--- src/rtl/splitwin_pkg.sv ---
package splitwin_pkg;

  typedef enum logic [1:0] {
    SEL_PERM  = 2'd0,
    SEL_CTRL  = 2'd1,
    SEL_LOCK  = 2'd2,
    SEL_FAULT = 2'd3
  } reg_sel_e;

  // packed MSB first: lo_rd lands in bit 0
  typedef struct packed {
    logic hi_fx;
    logic hi_wr;
    logic hi_rd;
    logic lo_fx;
    logic lo_wr;
    logic lo_rd;
  } perm_t;

  localparam int PERM_BITS   = 6;
  localparam int SPLIT_LSB   = 8;
  localparam int CTRL_EN     = 0;
  localparam int CTRL_CLR    = 1;
  localparam int CTRL_PEND   = 2;

endpackage

--- src/rtl/splitwin_regs.sv ---
module splitwin_regs
  import splitwin_pkg::*;
#(
  parameter int REG_W   = 32,
  parameter int SPLIT_W = 11
) (
  input  logic               clk,
  input  logic               rst_sn,
  input  logic               cfg_we,
  input  logic [1:0]         cfg_addr,
  input  logic [REG_W-1:0]   cfg_wdata,
  input  logic               pend,
  input  logic [REG_W-1:0]   rec,
  output perm_t              perm,
  output logic [SPLIT_W-1:0] split_idx,
  output logic               irq_en,
  output logic               clr,
  output logic               lock,
  output logic [REG_W-1:0]   cfg_rdata
);

  perm_t              perm_q, perm_n;
  logic [SPLIT_W-1:0] split_q, split_n;
  logic               en_q, en_n;
  logic               clr_q, clr_n;
  logic               lock_q, lock_n;
  reg_sel_e           sel;

  assign sel = reg_sel_e'(cfg_addr);

  // next state of the writable registers
  always_comb begin
    perm_n  = perm_q;
    split_n = split_q;
    en_n    = en_q;
    clr_n   = clr_q;
    lock_n  = lock_q;
    unique case (sel)
      SEL_PERM: begin
        if (!lock_q) begin
          perm_n  = perm_t'(cfg_wdata[PERM_BITS-1:0]);
          split_n = cfg_wdata[SPLIT_LSB +: SPLIT_W];
        end
      end
      SEL_CTRL: begin
        en_n  = cfg_wdata[CTRL_EN];
        clr_n = cfg_wdata[CTRL_CLR];
      end
      SEL_LOCK:  lock_n = lock_q | cfg_wdata[0];
      SEL_FAULT: ;
      default: ;
    endcase
  end

  always_ff @(posedge clk or negedge rst_sn) begin
    if (!rst_sn) begin
      perm_q  <= '0;
      split_q <= '0;
      en_q    <= 1'b0;
      clr_q   <= 1'b0;
      lock_q  <= 1'b0;
    end else if (cfg_we) begin
      perm_q  <= perm_n;
      split_q <= split_n;
      en_q    <= en_n;
      clr_q   <= clr_n;
      lock_q  <= lock_n;
    end
  end

  // read mux
  always_comb begin
    cfg_rdata = '0;
    unique case (sel)
      SEL_PERM: begin
        cfg_rdata[PERM_BITS-1:0]       = perm_q;
        cfg_rdata[SPLIT_LSB +: SPLIT_W] = split_q;
      end
      SEL_CTRL: begin
        cfg_rdata[CTRL_EN]   = en_q;
        cfg_rdata[CTRL_CLR]  = clr_q;
        cfg_rdata[CTRL_PEND] = pend;
      end
      SEL_LOCK:  cfg_rdata[0] = lock_q;
      SEL_FAULT: cfg_rdata = rec;
      default:   cfg_rdata = '0;
    endcase
  end

  logic unused_wdata;
  assign unused_wdata = ^cfg_wdata;

  assign perm      = perm_q;
  assign split_idx = split_q;
  assign irq_en    = en_q;
  assign clr       = clr_q;
  assign lock      = lock_q;

endmodule

--- src/rtl/splitwin_check.sv ---
module splitwin_check
  import splitwin_pkg::*;
#(
  parameter int                ADDR_W    = 32,
  parameter logic [ADDR_W-1:0] WIN_BASE  = 32'h4000_0000,
  parameter int                WIN_BYTES = 32'h2000,
  parameter int                SPLIT_W   = 11
) (
  input  logic               acc_valid,
  input  logic [ADDR_W-1:0]  acc_addr,
  input  logic               acc_wr,
  input  logic               acc_fetch,
  input  perm_t              perm,
  input  logic [SPLIT_W-1:0] split_idx,
  output logic               allowed,
  output logic               viol
);

  localparam logic [ADDR_W-1:0] WIN_SPAN = ADDR_W'(WIN_BYTES);

  logic [ADDR_W-1:0] offs;
  logic [ADDR_W-1:0] split_offs;
  logic              in_win;
  logic              upper;
  logic              en_rd, en_wr, en_fx;
  logic              grant;

  assign offs       = acc_addr - WIN_BASE;
  assign split_offs = ADDR_W'(split_idx) << 2;
  assign in_win     = (acc_addr >= WIN_BASE) && (offs <= WIN_SPAN);
  assign upper      = (offs >= split_offs);

  always_comb begin
    if (upper) begin
      en_rd = perm.hi_rd;
      en_wr = perm.hi_wr;
      en_fx = perm.hi_fx;
    end else begin
      en_rd = perm.lo_rd;
      en_wr = perm.lo_wr;
      en_fx = perm.lo_fx;
    end
    if (acc_wr)         grant = en_wr;
    else if (acc_fetch) grant = en_fx;
    else                grant = en_rd;
  end

  assign allowed = !in_win || grant;
  assign viol    = acc_valid && !allowed;

endmodule

--- src/rtl/splitwin_fault.sv ---
module splitwin_fault #(
  parameter int                  ADDR_W      = 32,
  parameter bit                  REC_COMPACT = 1'b0,
  parameter logic [ADDR_W-23:0]  HI_PREFIX   = 10'h100
) (
  input  logic              clk,
  input  logic              rst_sn,
  input  logic              viol,
  input  logic              clr,
  input  logic [ADDR_W-1:0] acc_addr,
  input  logic              acc_wr,
  input  logic              acc_fetch,
  input  logic              acc_atomic,
  output logic              pend,
  output logic [ADDR_W-1:0] rec
);

  localparam int CMP_LSB  = 2;
  localparam int CMP_MSB  = 21;
  localparam int CMP_POS  = 6;
  localparam int CMP_W    = CMP_MSB - CMP_LSB + 1;
  localparam int HIFLAG   = 5;
  localparam int ATOMFLAG = 4;

  logic [ADDR_W-1:0] packed_rec;
  logic [ADDR_W-1:0] rec_q, rec_n;
  logic              pend_q, pend_n;
  logic              upd;

  generate
    if (REC_COMPACT) begin : g_compact
      always_comb begin
        packed_rec                     = '0;
        packed_rec[CMP_POS +: CMP_W]   = acc_addr[CMP_MSB:CMP_LSB];
        packed_rec[HIFLAG]             = (acc_addr[ADDR_W-1:CMP_MSB+1] == HI_PREFIX);
        packed_rec[ATOMFLAG]           = acc_atomic;
      end
      logic unused_cmp;
      assign unused_cmp = ^{acc_addr[CMP_LSB-1:0], acc_wr, acc_fetch};
    end else begin : g_full
      assign packed_rec = {acc_addr[ADDR_W-1:2], ~acc_fetch | acc_wr, acc_wr};
      logic unused_full;
      assign unused_full = ^{acc_addr[1:0], acc_atomic};
    end
  endgenerate

  always_comb begin
    pend_n = pend_q;
    rec_n  = rec_q;
    if (clr) begin
      pend_n = 1'b0;
    end else if (viol && !pend_q) begin
      pend_n = 1'b1;
      rec_n  = packed_rec;
    end
  end

  assign upd = clr | (viol & ~pend_q);

  always_ff @(posedge clk or negedge rst_sn) begin
    if (!rst_sn) begin
      pend_q <= 1'b0;
      rec_q  <= '0;
    end else if (upd) begin
      pend_q <= pend_n;
      rec_q  <= rec_n;
    end
  end

  assign pend = pend_q;
  assign rec  = rec_q;

endmodule

--- src/rtl/splitwin_guard.sv ---
module splitwin_guard
  import splitwin_pkg::*;
#(
  parameter int                 ADDR_W      = 32,
  parameter int                 DATA_W      = 32,
  parameter logic [ADDR_W-1:0]  WIN_BASE    = 32'h4000_0000,
  parameter int                 WIN_BYTES   = 32'h2000,
  parameter bit                 REC_COMPACT = 1'b0,
  parameter logic [ADDR_W-23:0] HI_PREFIX   = 10'h100
) (
  input  logic              clk,
  input  logic              rst_n,
  input  logic              cfg_we,
  input  logic [1:0]        cfg_addr,
  input  logic [31:0]       cfg_wdata,
  output logic [31:0]       cfg_rdata,
  input  logic              acc_valid,
  input  logic [ADDR_W-1:0] acc_addr,
  input  logic              acc_wr,
  input  logic              acc_fetch,
  input  logic              acc_atomic,
  input  logic [DATA_W-1:0] mem_rdata,
  output logic [DATA_W-1:0] acc_rdata,
  output logic              mem_we,
  output logic              irq
);

  localparam int SPLIT_W = $clog2(WIN_BYTES) - 2;

  logic [1:0]         rs_q;
  logic               rst_s;
  perm_t              perm_w;
  logic [SPLIT_W-1:0] split_w;
  logic               en_w, clr_w, lock_w;
  logic               pend_w;
  logic [31:0]        rec_w;
  logic               allowed_w, viol_w;

  // reset: asserted at once, released after two clocks
  always_ff @(posedge clk or negedge rst_n) begin
    if (!rst_n) rs_q <= 2'b00;
    else        rs_q <= {rs_q[0], 1'b1};
  end
  assign rst_s = rs_q[1];

  splitwin_regs #(.REG_W(32), .SPLIT_W(SPLIT_W)) u_regs (
    .clk(clk), .rst_sn(rst_s), .cfg_we(cfg_we), .cfg_addr(cfg_addr),
    .cfg_wdata(cfg_wdata), .pend(pend_w), .rec(rec_w), .perm(perm_w),
    .split_idx(split_w), .irq_en(en_w), .clr(clr_w), .lock(lock_w),
    .cfg_rdata(cfg_rdata)
  );

  splitwin_check #(.ADDR_W(ADDR_W), .WIN_BASE(WIN_BASE), .WIN_BYTES(WIN_BYTES),
                   .SPLIT_W(SPLIT_W)) u_check (
    .acc_valid(acc_valid), .acc_addr(acc_addr), .acc_wr(acc_wr),
    .acc_fetch(acc_fetch), .perm(perm_w), .split_idx(split_w),
    .allowed(allowed_w), .viol(viol_w)
  );

  splitwin_fault #(.ADDR_W(ADDR_W), .REC_COMPACT(REC_COMPACT),
                   .HI_PREFIX(HI_PREFIX)) u_fault (
    .clk(clk), .rst_sn(rst_s), .viol(viol_w), .clr(clr_w),
    .acc_addr(acc_addr), .acc_wr(acc_wr), .acc_fetch(acc_fetch),
    .acc_atomic(acc_atomic), .pend(pend_w), .rec(rec_w)
  );

  assign mem_we    = acc_valid & acc_wr & allowed_w;
  assign acc_rdata = allowed_w ? mem_rdata : '0;
  assign irq       = pend_w & en_w;

endmodule

--- config.mk ---
export PLATFORM = sky130hd
export DESIGN_NAME = splitwin_guard
export DESIGN_NICKNAME = d
export VERILOG_FILES = /design/src/rtl/splitwin_pkg.sv /design/src/rtl/splitwin_regs.sv /design/src/rtl/splitwin_check.sv /design/src/rtl/splitwin_fault.sv /design/src/rtl/splitwin_guard.sv
export SDC_FILE = /design/constraint.sdc
export NUM_CORES = 1
export LEC_CHECK = 0
export BUFFER_PORTS_ARGS = -buffer_cell sky130_fd_sc_hd__buf_2
export CORE_AREA = 2 2 84 86
export DETAILED_ROUTE_END_ITERATION = 10
export DIE_AREA = 0 0 86 88
export HOLD_SLACK_MARGIN = 0.08
export PLACE_DENSITY = 0.81
export SETUP_SLACK_MARGIN = 0.1
export SKIP_CTS_REPAIR_TIMING = 1
export SYNTH_ARGS = -nofsm -noshare
export SYNTH_HDL_FRONTEND = slang
export SYNTH_SLANG_ARGS = --single-unit
--- constraint.sdc ---
create_clock -name clk -period 7.41 [get_ports clk]
set_input_delay 0.741 -clock clk [delete_from_list [all_inputs] [get_ports clk]]
set_output_delay 0.741 -clock clk [all_outputs]
set_load 0.01 [all_outputs]
==> impl_metrics.csv, run 1 <==
group,metric,value,unit
status,status,"complete, no violations",
sta,grt_setup_unrepaired,"no",
global_routing,antenna_found_initial,0,
synthesis,synth_top_area_share,44.1,%
synthesis,yosys_most_used_dff,"dfrtp_1",
setup_path,end_kind,"primary output",
routing,drt-total-wl,7830,um
placement,dpl.hpwl,5940,um
finish,area_delta_synth_final,29.0,%
synthesis,syn_inst,285,
finish,final_cells,514,
floorplanning,initial_utilization,46.9,%
finish,final_cell_area,4030,um2
placement,io_buffers,154,
global_routing,first_global_vias,2480,
worst_hold_path,worst_hold_path_type,"in2async",
setup_path,reg2reg_depth,9,
sta,maxSlewHeadroom,22.7,%
placement,gp_congestion,0.860,
sta,setup_viol_count_final,0,
sta,timing.final.crit_share,53.0,%
sta,fmax,255,MHz
synthesis,synth-edff-count,0,
synthesis,syn_nets,406,
setup_path,rrSetupSlack,4.42,ns
setup_path,path_max_fanout,32,
sta,fin_tns_setup,0,ns
floorplanning,dieArea,7570,um2
setup_path,cp.required,6.67,ns
placement,place_area,3930,um2
pwr,peakVddDrop,0.000123,V
global_routing,grt_use_total,20.1,%
placement,dp.cells,506,
pwr,combPwrFrac,25.7,%
global_routing,grt_pass1_wl,12000,um
pwr,p_leak,0.00217,uW
sta,worstMarginPinSlew,1.16,ns
routing,firstDrtPassIters,4,
clocking,cts_buffers,5,
floorplanning,rows,30,
finish,final_util,60.6,%
floorplanning,die-width,86,um
routing,drcViolationCount,0,
synthesis,yosysMostFrequentCell,"and2_1",
synthesis,yosysTopAreaCell,"dfrtp_1",
routing,vias,2616,
global_routing,grt_max_degree,54,
pwr,p_int,513,uW
synthesis,synth_commonest_cells,"and2_1 (65), dfrtp_1 (55), mux2_2 (22), nor2_1 (20), ha_1 (16)",
routing,viasPerCell,5.09,
routing,drt_iter0_drc,111,
clocking,tritoncts,"yes",
setup_path,critical_path_class,"in2out",
clocking,clk_latency,0.31,ns
setup_path,reg2reg_from,"u_regs.split_idx[4]",
clocking,htree_num_levels,2,
floorplanning,die_h,88,um
synthesis,ys_types,40,
pwr,swShare,30.2,%
setup_path,arrival,3.18,ns
synthesis,syn_area_per_cell,10.9,um2
sta,clock_skew,0.00473,ns
synthesis,synth_area_leaders,"dfrtp_1 (44%), and2_1 (13%), mux2_2 (7.9%)",
finish,drive_gt1_share,47.9,%
job,drv_cap,0,
floorplanning,core_area,6640,um2
clocking,clockBufferDepth,2,
sta,fin_crit,3.92,ns
pwr,p_clk_share,23.8,%
pwr,switchingPower,222,uW
synthesis,ys_ff_latch,55,
routing,wl_per_cell,15.2,um
floorplanning,pin_count,171,
global_routing,overflow,0,
sta,hold_viol,0,
synthesis,yosysWarningCount,0,
synthesis,synth-async-reset-ratio,100,%
synthesis,syn-cell-area,3120,um2
routing,antenna_left,0,
sta,holdWs,0.190,ns
finish,diodes,0,
clocking,cts_sinks,55,
finish,num-nets-final,554,
clocking,clkTransAtPathRegs,0.10,ns
setup_path,start_kind,"input port",
synthesis,seq_area_frac_synth,44.1,%
pwr,seqPwrFrac,50.5,%
sta,drv_slew,0,
setup_path,r2r-end,"u_fault.rec[11]",
pwr,power.density,183,nW/um2
clocking,root_buffer,"clkbuf_8",
-- power by group through the flow --
| stage | Sequential, uW | Combinational [uW] | Clock (uW) |
|---|---|---|---|
| final | 371 | 189 | 175 |
| after detailed placement | 378 | 189 | 0 |
| after floorplan | 366 | 127 | 0 |
| after CTS | 372 | 190 | 182 |
| after global routing | 378 | 213 | 193 |
| after global placement | 375 | 183 | 0 |
-- kinds of logic after synthesis --
group	share of synthesized area (%)
adders and majority gates	6.42
DFF	44.1
other	0.120
and+or+nand+nor	22.8
buffers and inverters	3.77
AOI/OAI and AO/OA	8.42
muxes	14.4
-- how the worst max path moves through the flow --
stage	start	to	cells past startpoint	slack [ns]
after floorplan	acc_addr[6]	acc_rdata[10]	9	4.02
after global placement	acc_addr[6]	acc_rdata[21]	10	3.59
after detailed placement	acc_addr[6]	acc_rdata[0]	10	3.51
after CTS	acc_addr[6]	acc_rdata[0]	10	3.50
after global routing	acc_addr[6]	acc_rdata[20]	10	3.28
final	acc_addr[6]	acc_rdata[0]	10	3.49
-- metal layers --
metal  global-route usage [%]  vias up  share of wire [%]  routed length [um]
li1                         -     1270                  -                   -
met1                     28.9     1250                 45                3490
met2                     31.5       88                 49                3810
met3                     3.77        8                5.7                 444
met4                     5.34        0                1.0                  80
met5                        0        -                  0                   0
-- through the flow --
stage | power [uW] | worst slack, ns
2_1_floorplan | 493 | 4.02
3_3_place_gp | 558 | 3.59
3_5_place_dp | 567 | 3.51
4_1_cts | 744 | 3.50
5_1_grt | 784 | 3.28
6_report | 735 | 3.49
-- critical path, cell delays in order --
cell	delay, ns
buf_2	0.13
ha_1	0.31
a21o_1	0.18
a21o_1	0.17
o31ai_2	0.38
a21boi_1	0.17
o21ai_4	0.24
nand3_2	0.38
and2_1	0.33
buf_2	0.14
-- flip-flops by register name (all words and copies together) (netlist names) --
| register | cells |
|---|---|
| rs_q | 2 |
| u_fault.pend | 1 |
| u_fault.rec | 32 |
| u_regs.clr | 1 |
| u_regs.irq_en | 1 |
| u_regs.lock | 1 |
| u_regs.perm | 6 |
| u_regs.split_idx | 11 |
-- cell type report --
| type | count | area [um2] |
|---|---|---|
| fill | 584 | 2620 |
| multi-input combinational | 203 | 1630 |
| sequential | 55 | 1380 |
| timing repair buffer | 154 | 771 |
| tap | 80 | 100 |
| clock buffer | 6 | 82.6 |
| inverter | 14 | 52.6 |
| clock inverter | 2 | 16.3 |
-- cell usage in the layout (no fill, tap or decap), types with 2 or more instances in the layout --
| master | count |
|---|---|
| nand4_1 | 2 |
| dfrtp_1 | 54 |
| clkbuf_8 | 6 |
| and2_1 | 65 |
| nor4_1 | 2 |
| a21o_1 | 2 |
| mux2_4 | 12 |
| mux2_2 | 22 |
| nor3_1 | 2 |
| ha_1 | 16 |
| a22oi_1 | 14 |
| mux2i_1 | 2 |
| nor2_1 | 20 |
| nand2_1 | 6 |
| a222oi_1 | 3 |
| nand2b_1 | 3 |
| nor4_2 | 3 |
| a21oi_1 | 7 |
| nand3_1 | 3 |
| buf_2 | 154 |
| inv_1 | 14 |
| nand3b_1 | 2 |
No activity file was read; power rests on OpenSTA's default activity.
==> inputs of run 2 (changes only) <==
--- a/config.mk
+++ b/config.mk
@@ -6,11 +6,11 @@
 export NUM_CORES = 1
 export LEC_CHECK = 0
 export BUFFER_PORTS_ARGS = -buffer_cell sky130_fd_sc_hd__buf_2
-export CORE_AREA = 2 2 84 86
+export CORE_AREA = 2 2 91 93
 export DETAILED_ROUTE_END_ITERATION = 10
-export DIE_AREA = 0 0 86 88
+export DIE_AREA = 0 0 93 95
 export HOLD_SLACK_MARGIN = 0.08
-export PLACE_DENSITY = 0.81
+export PLACE_DENSITY = 0.73
 export SETUP_SLACK_MARGIN = 0.1
 export SKIP_CTS_REPAIR_TIMING = 1
 export SYNTH_ARGS = -nofsm -noshare
==> constraint.sdc (replaced) <==
create_clock -name clk -period 3.2 [get_ports clk]
set_input_delay 0.32 -clock clk [delete_from_list [all_inputs] [get_ports clk]]
set_output_delay 0.32 -clock clk [all_outputs]
set_load 0.01 [all_outputs]
==> impl_metrics.csv, run 2 (synthesis results as in run 1) <==
group,metric,value,unit
pwr,swShare,30.8,%
setup_path,arrival,2.72,ns
routing,drt-total-wl,8810,um
global_routing,grt_pass1_wl,12200,um
sta,fin_crit,3.04,ns
routing,vias,2694,
status,status,"complete, no violations",
routing,drcViolationCount,0,
setup_path,cp_slowest_cell,"a311o_2",
pwr,combPwrFrac,29.5,%
sta,worstMarginPinSlew,0.813,ns
finish,layout_common_cells,"buf_2 (154), and2_1 (57), dfrtp_1 (54)",
sta,timing.final.crit_share,95.1,%
setup_path,cp.required,2.88,ns
setup_path,path_max_fanout,8,
routing,firstDrtPassIters,4,
floorplanning,pin_count,171,
sta,setup_viol_count_final,0,
floorplanning,dieArea,8840,um2
pwr,seqPwrFrac,47.1,%
routing,antenna_left,0,
finish,fillCellCount,765,
placement,gp_congestion,0.837,
floorplanning,initial_utilization,39.3,%
pwr,p_clk_share,23.4,%
sta,grt_setup_unrepaired,"no",
global_routing,first_global_vias,2438,
floorplanning,core_area,7930,um2
clocking,root_buffer,"clkbuf_8",
worst_hold_path,worst_hold_path_type,"in2reg",
pwr,peakVddDrop,0.000236,V
routing,wl_per_cell,15.9,um
clocking,clockBufferDepth,2,
sta,fmax,329,MHz
clocking,tritoncts,"yes",
clocking,cts_buffers,5,
sta,maxSlewHeadroom,45.8,%
floorplanning,die_h,95,um
finish,layout_commonest_cell,"buf_2",
setup_path,reg2reg_depth,10,
placement,io_buffers,154,
finish,area_delta_synth_final,37.7,%
setup_path,path_cells,"inv_1 > ha_1 > a21o_1 > a21o_1 > o31ai_4 > a21oi_1 > a311o_2 > nand3_4 > and2_1 > buf_2",
pwr,p_leak,0.00226,uW
pwr,switchingPower,560,uW
pwr,p_int,1260,uW
finish,final_cell_area,4290,um2
sta,drv_slew,0,
clocking,clk_latency,0.31,ns
clocking,cts_sinks,55,
floorplanning,die-width,93,um
routing,drt_iter0_drc,147,
setup_path,slowest_delay,0.44,ns
finish,diodes,0,
sta,clock_skew,0.00892,ns
sta,hold_viol,0,
setup_path,critical_path_class,"reg2out",
finish,num-nets-final,570,
global_routing,grt_use_total,17.9,%
global_routing,antenna_found_initial,0,
finish,largest_reg_flops,32,
clocking,htree_num_levels,2,
setup_path,end_kind,"primary output",
job,drv_cap,0,
worst_hold_path,timing.hold.worst_path_depth,2,
sta,fin_tns_setup,0,ns
finish,drive_gt1_share,52.7,%
floorplanning,rows,33,
global_routing,grt_max_degree,34,
pwr,power.density,423,nW/um2
global_routing,overflow,0,
setup_path,path_common_cell,"a21o_1",
clocking,clkTransAtPathRegs,0.10,ns
routing,viasPerCell,4.85,
setup_path,start_kind,"flop",
placement,dpl.hpwl,6520,um
placement,place_area,4000,um2
-- run 2: critical path, delay by kind of cell (launching register included) --
| kind | cells | cell delay [ns] |
|---|---|---|
| compound gates | 5 | 1.22 |
| flops | 1 | 0.37 |
| fa+ha+maj | 1 | 0.31 |
| simple gates | 2 | 0.31 |
| buf+inv | 2 | 0.20 |
-- run 2: layout make-up --
type,instances,area [um2],area share [%]
clock buffers,7,96.3,2.24
inverters,14,52.6,1.22
flip-flops and latches,55,1380,32.1
repair buffers,167,882,20.5
well taps,105,131,3.06
multi-input cells,206,1750,40.7
clock inverters,1,7.51,0.175
-- run 2: final timing paths --
path                       slack, ns                start                   to
max                             0.16  u_regs.split_idx[4]        acc_rdata[18]
min                             0.23        cfg_wdata[15]  u_regs.split_idx[7]
max in group asynchronous       2.10              rs_q[1]       u_fault.rec[6]
min reg2reg                     0.34              rs_q[1]      u_fault.rec[19]
max reg2reg                     0.21  u_regs.split_idx[4]      u_fault.rec[25]
min in group asynchronous       0.31                rst_n              rs_q[1]
-- run 2: power groups by stage --
stage | Clock [uW] | Sequential [uW] | Combinational [uW]
after floorplan | 0 | 848 | 294
after global placement | 0 | 866 | 436
after detailed placement | 0 | 872 | 454
after CTS | 441 | 857 | 457
after global routing | 474 | 868 | 595
final | 425 | 856 | 535
-- run 2: through the flow --
step	hold WS [ns]	std cells	total power [uW]	setup WS [ns]	utilization [%]
final	0.234	555	1820	0.156	54.2
after global routing	0.227	555	1940	0.0379	54.2
after CTS	-0.231	544	1750	-0.187	51.7
after detailed placement	0.111	536	1330	0.108	50.4
after global placement	0.105	536	1300	0.190	50.4
after floorplan	0.0244	285	1140	0.612	-
-- run 2: routing by layer --
| metal | share of wire (%) | wire, um | vias up | track usage, % |
|---|---|---|---|---|
| met5 | 0 | 0 | - | 0 |
| met4 | 0.54 | 48 | 0 | 2.94 |
| met3 | 3.6 | 315 | 5 | 3.35 |
| met2 | 49 | 4290 | 62 | 28.0 |
| met1 | 47 | 4150 | 1316 | 26.3 |
| li1 | - | - | 1311 | - |
==> inputs of run 3 (changes only) <==
==> constraint.sdc (replaced) <==
create_clock -name clk -period 3.2 [get_ports clk]
set_input_delay 0.32 -clock clk [delete_from_list [all_inputs] [get_ports clk]]
set_output_delay 0.32 -clock clk [all_outputs]
set_load 0.005 [all_outputs]
==> impl_metrics.csv, run 3 (synthesis results as in run 1) <==
group,metric,value,unit
sta,fin_tns_setup,0,ns
setup_path,r2r-end,"u_fault.rec[20]",
clocking,clockBufferDepth,2,
setup_path,critPathBufInv,2,
worst_hold_path,timing.hold.worst_path_depth,2,
finish,diodes,0,
finish,final_cell_area,4260,um2
placement,dp_slack,0.0882,ns
clocking,clk_latency,0.31,ns
clocking,clkTransAtPathRegs,0.10,ns
finish,num-nets-final,566,
routing,firstDrtPassIters,7,
sta,maxSlewHeadroom,41.8,%
finish,area_delta_synth_final,36.6,%
sta,fmax,327,MHz
sta,worstMarginPinSlew,0.874,ns
setup_path,start_kind,"flop",
sta,hold_viol,0,
job,drv_cap,0,
floorplanning,die_h,95,um
setup_path,cp.required,2.88,ns
setup_path,arrival,2.74,ns
global_routing,grt_pass1_wl,12900,um
setup_path,crit_family,"compound AO/OA/AOI/OAI gates",
finish,final_util,53.8,%
setup_path,path_common_cell,"a21oi_1",
placement,dpl.hpwl,6550,um
finish,layout_commonest_cell,"buf_2",
global_routing,grt_max_degree,34,
setup_path,path_max_fanout,8,
worst_hold_path,worst_hold_path_type,"in2reg",
setup_path,slowest_delay,0.43,ns
placement,dp.cells,536,
routing,drcViolationCount,0,
global_routing,overflow,0,
floorplanning,dieArea,8840,um2
finish,layout_common_cells,"buf_2 (154), and2_1 (65), dfrtp_1 (54)",
clocking,htree_num_levels,2,
sta,setup_viol_count_final,0,
clocking,cts_buffers,5,
floorplanning,core_area,7930,um2
setup_path,cp_slowest_cell,"a311o_2",
setup_path,reg2reg_depth,10,
clocking,cts_sinks,55,
placement,place_area,4000,um2
global_routing,grt_use_total,18.6,%
setup_path,end_kind,"primary output",
sta,fin_crit,3.06,ns
setup_path,critical_path_class,"reg2out",
sta,clock_skew,0.00778,ns
routing,antenna_left,0,
clocking,root_buffer,"clkbuf_8",
sta,grt_setup_unrepaired,"yes",
pwr,peakVddDrop,0.000293,V
sta,fin_ws,0.140,ns
status,status,"complete, no violations",
routing,wl_per_cell,16.3,um
floorplanning,pin_count,171,
sta,drv_slew,0,
placement,io_buffers,154,
global_routing,first_global_vias,2585,
routing,viasPerCell,4.96,
routing,vias,2735,
global_routing,antenna_found_initial,0,
placement,gp_congestion,0.832,
clocking,tritoncts,"yes",
floorplanning,initial_utilization,39.3,%
pwr,p_leak,0.00224,uW
sta,timing.final.crit_share,95.6,%
pwr,power.density,446,nW/um2
finish,final_cells,551,
setup_path,rrSetupSlack,0.20,ns
floorplanning,die-width,93,um
setup_path,reg2reg_from,"u_regs.split_idx[2]",
worst_hold_path,hold_start,"cfg_wdata[9]",
setup_path,path_cells,"inv_1 > ha_1 > a21oi_1 > a21oi_1 > o31ai_4 > a21oi_2 > a311o_2 > nand3_2 > and2_1 > buf_2",
routing,drt-total-wl,8960,um
floorplanning,rows,33,
routing,drt_iter0_drc,91,
worst_hold_path,holdPathEnd,"u_regs.split_idx[1]",
finish,drive_gt1_share,50.4,%
finish,largest_reg_flops,32,
## run 3: power by group
group | total [uW] | switching [uW] | leakage, uW | internal, uW
sequential | 860 | 79.5 | 0.000720 | 780
clock | 543 | 231 | 0.0000644 | 312
combinational | 497 | 238 | 0.00145 | 259
total | 1900 | 549 | 0.00224 | 1350
## run 3: routing by layer
| layer | part of all wire [%] | GRT usage, % | wire length (um) | up-vias |
|---|---|---|---|---|
| met5 | 0 | 0 | 0 | - |
| met4 | 0.87 | 4.53 | 78 | 0 |
| met3 | 5.6 | 2.79 | 503 | 7 |
| met2 | 49 | 29.0 | 4380 | 87 |
| met1 | 45 | 27.4 | 4000 | 1333 |
| li1 | - | - | - | 1308 |
## run 3: layout make-up
cell class,instances,area (um2)
fillers,760,3670
multi-input cells,206,1710
flip-flops and latches,55,1380
repair buffers,163,853
well taps,105,131
clock buffers,5,68.8
clock inverters,3,67.6
inverters,14,52.6
## run 3: worst max-delay path by stage
stage                             start            end  slack (ns)  cells after the start
CTS                 u_regs.split_idx[4]  acc_rdata[28]       -0.22                     10
global placement            acc_addr[6]  acc_rdata[25]        0.20                     10
floorplan           u_regs.split_idx[4]  acc_rdata[10]        0.65                     10
detailed placement          acc_addr[6]  acc_rdata[28]        0.09                     10
finish              u_regs.split_idx[2]   acc_rdata[2]        0.14                     10
global route        u_regs.split_idx[2]  acc_rdata[25]        0.01                     10
## run 3: worst register-to-register path, cell delays in order, from the launching register on
cell,delay (ns)
dfrtp_1,0.38
inv_1,0.05
ha_1,0.32
a21oi_1,0.21
a21oi_1,0.14
o31ai_4,0.35
a311o_2,0.39
buf_4,0.17
nand4_4,0.36
buf_4,0.36
and2_1,0.17
## run 3: stage by stage
stage,hold slack [ns],total power [uW]
global placement,0.105,1290
global route,0.229,2010
floorplan,0.0244,1130
finish,0.229,1900
CTS,-0.229,1860
detailed placement,0.111,1310
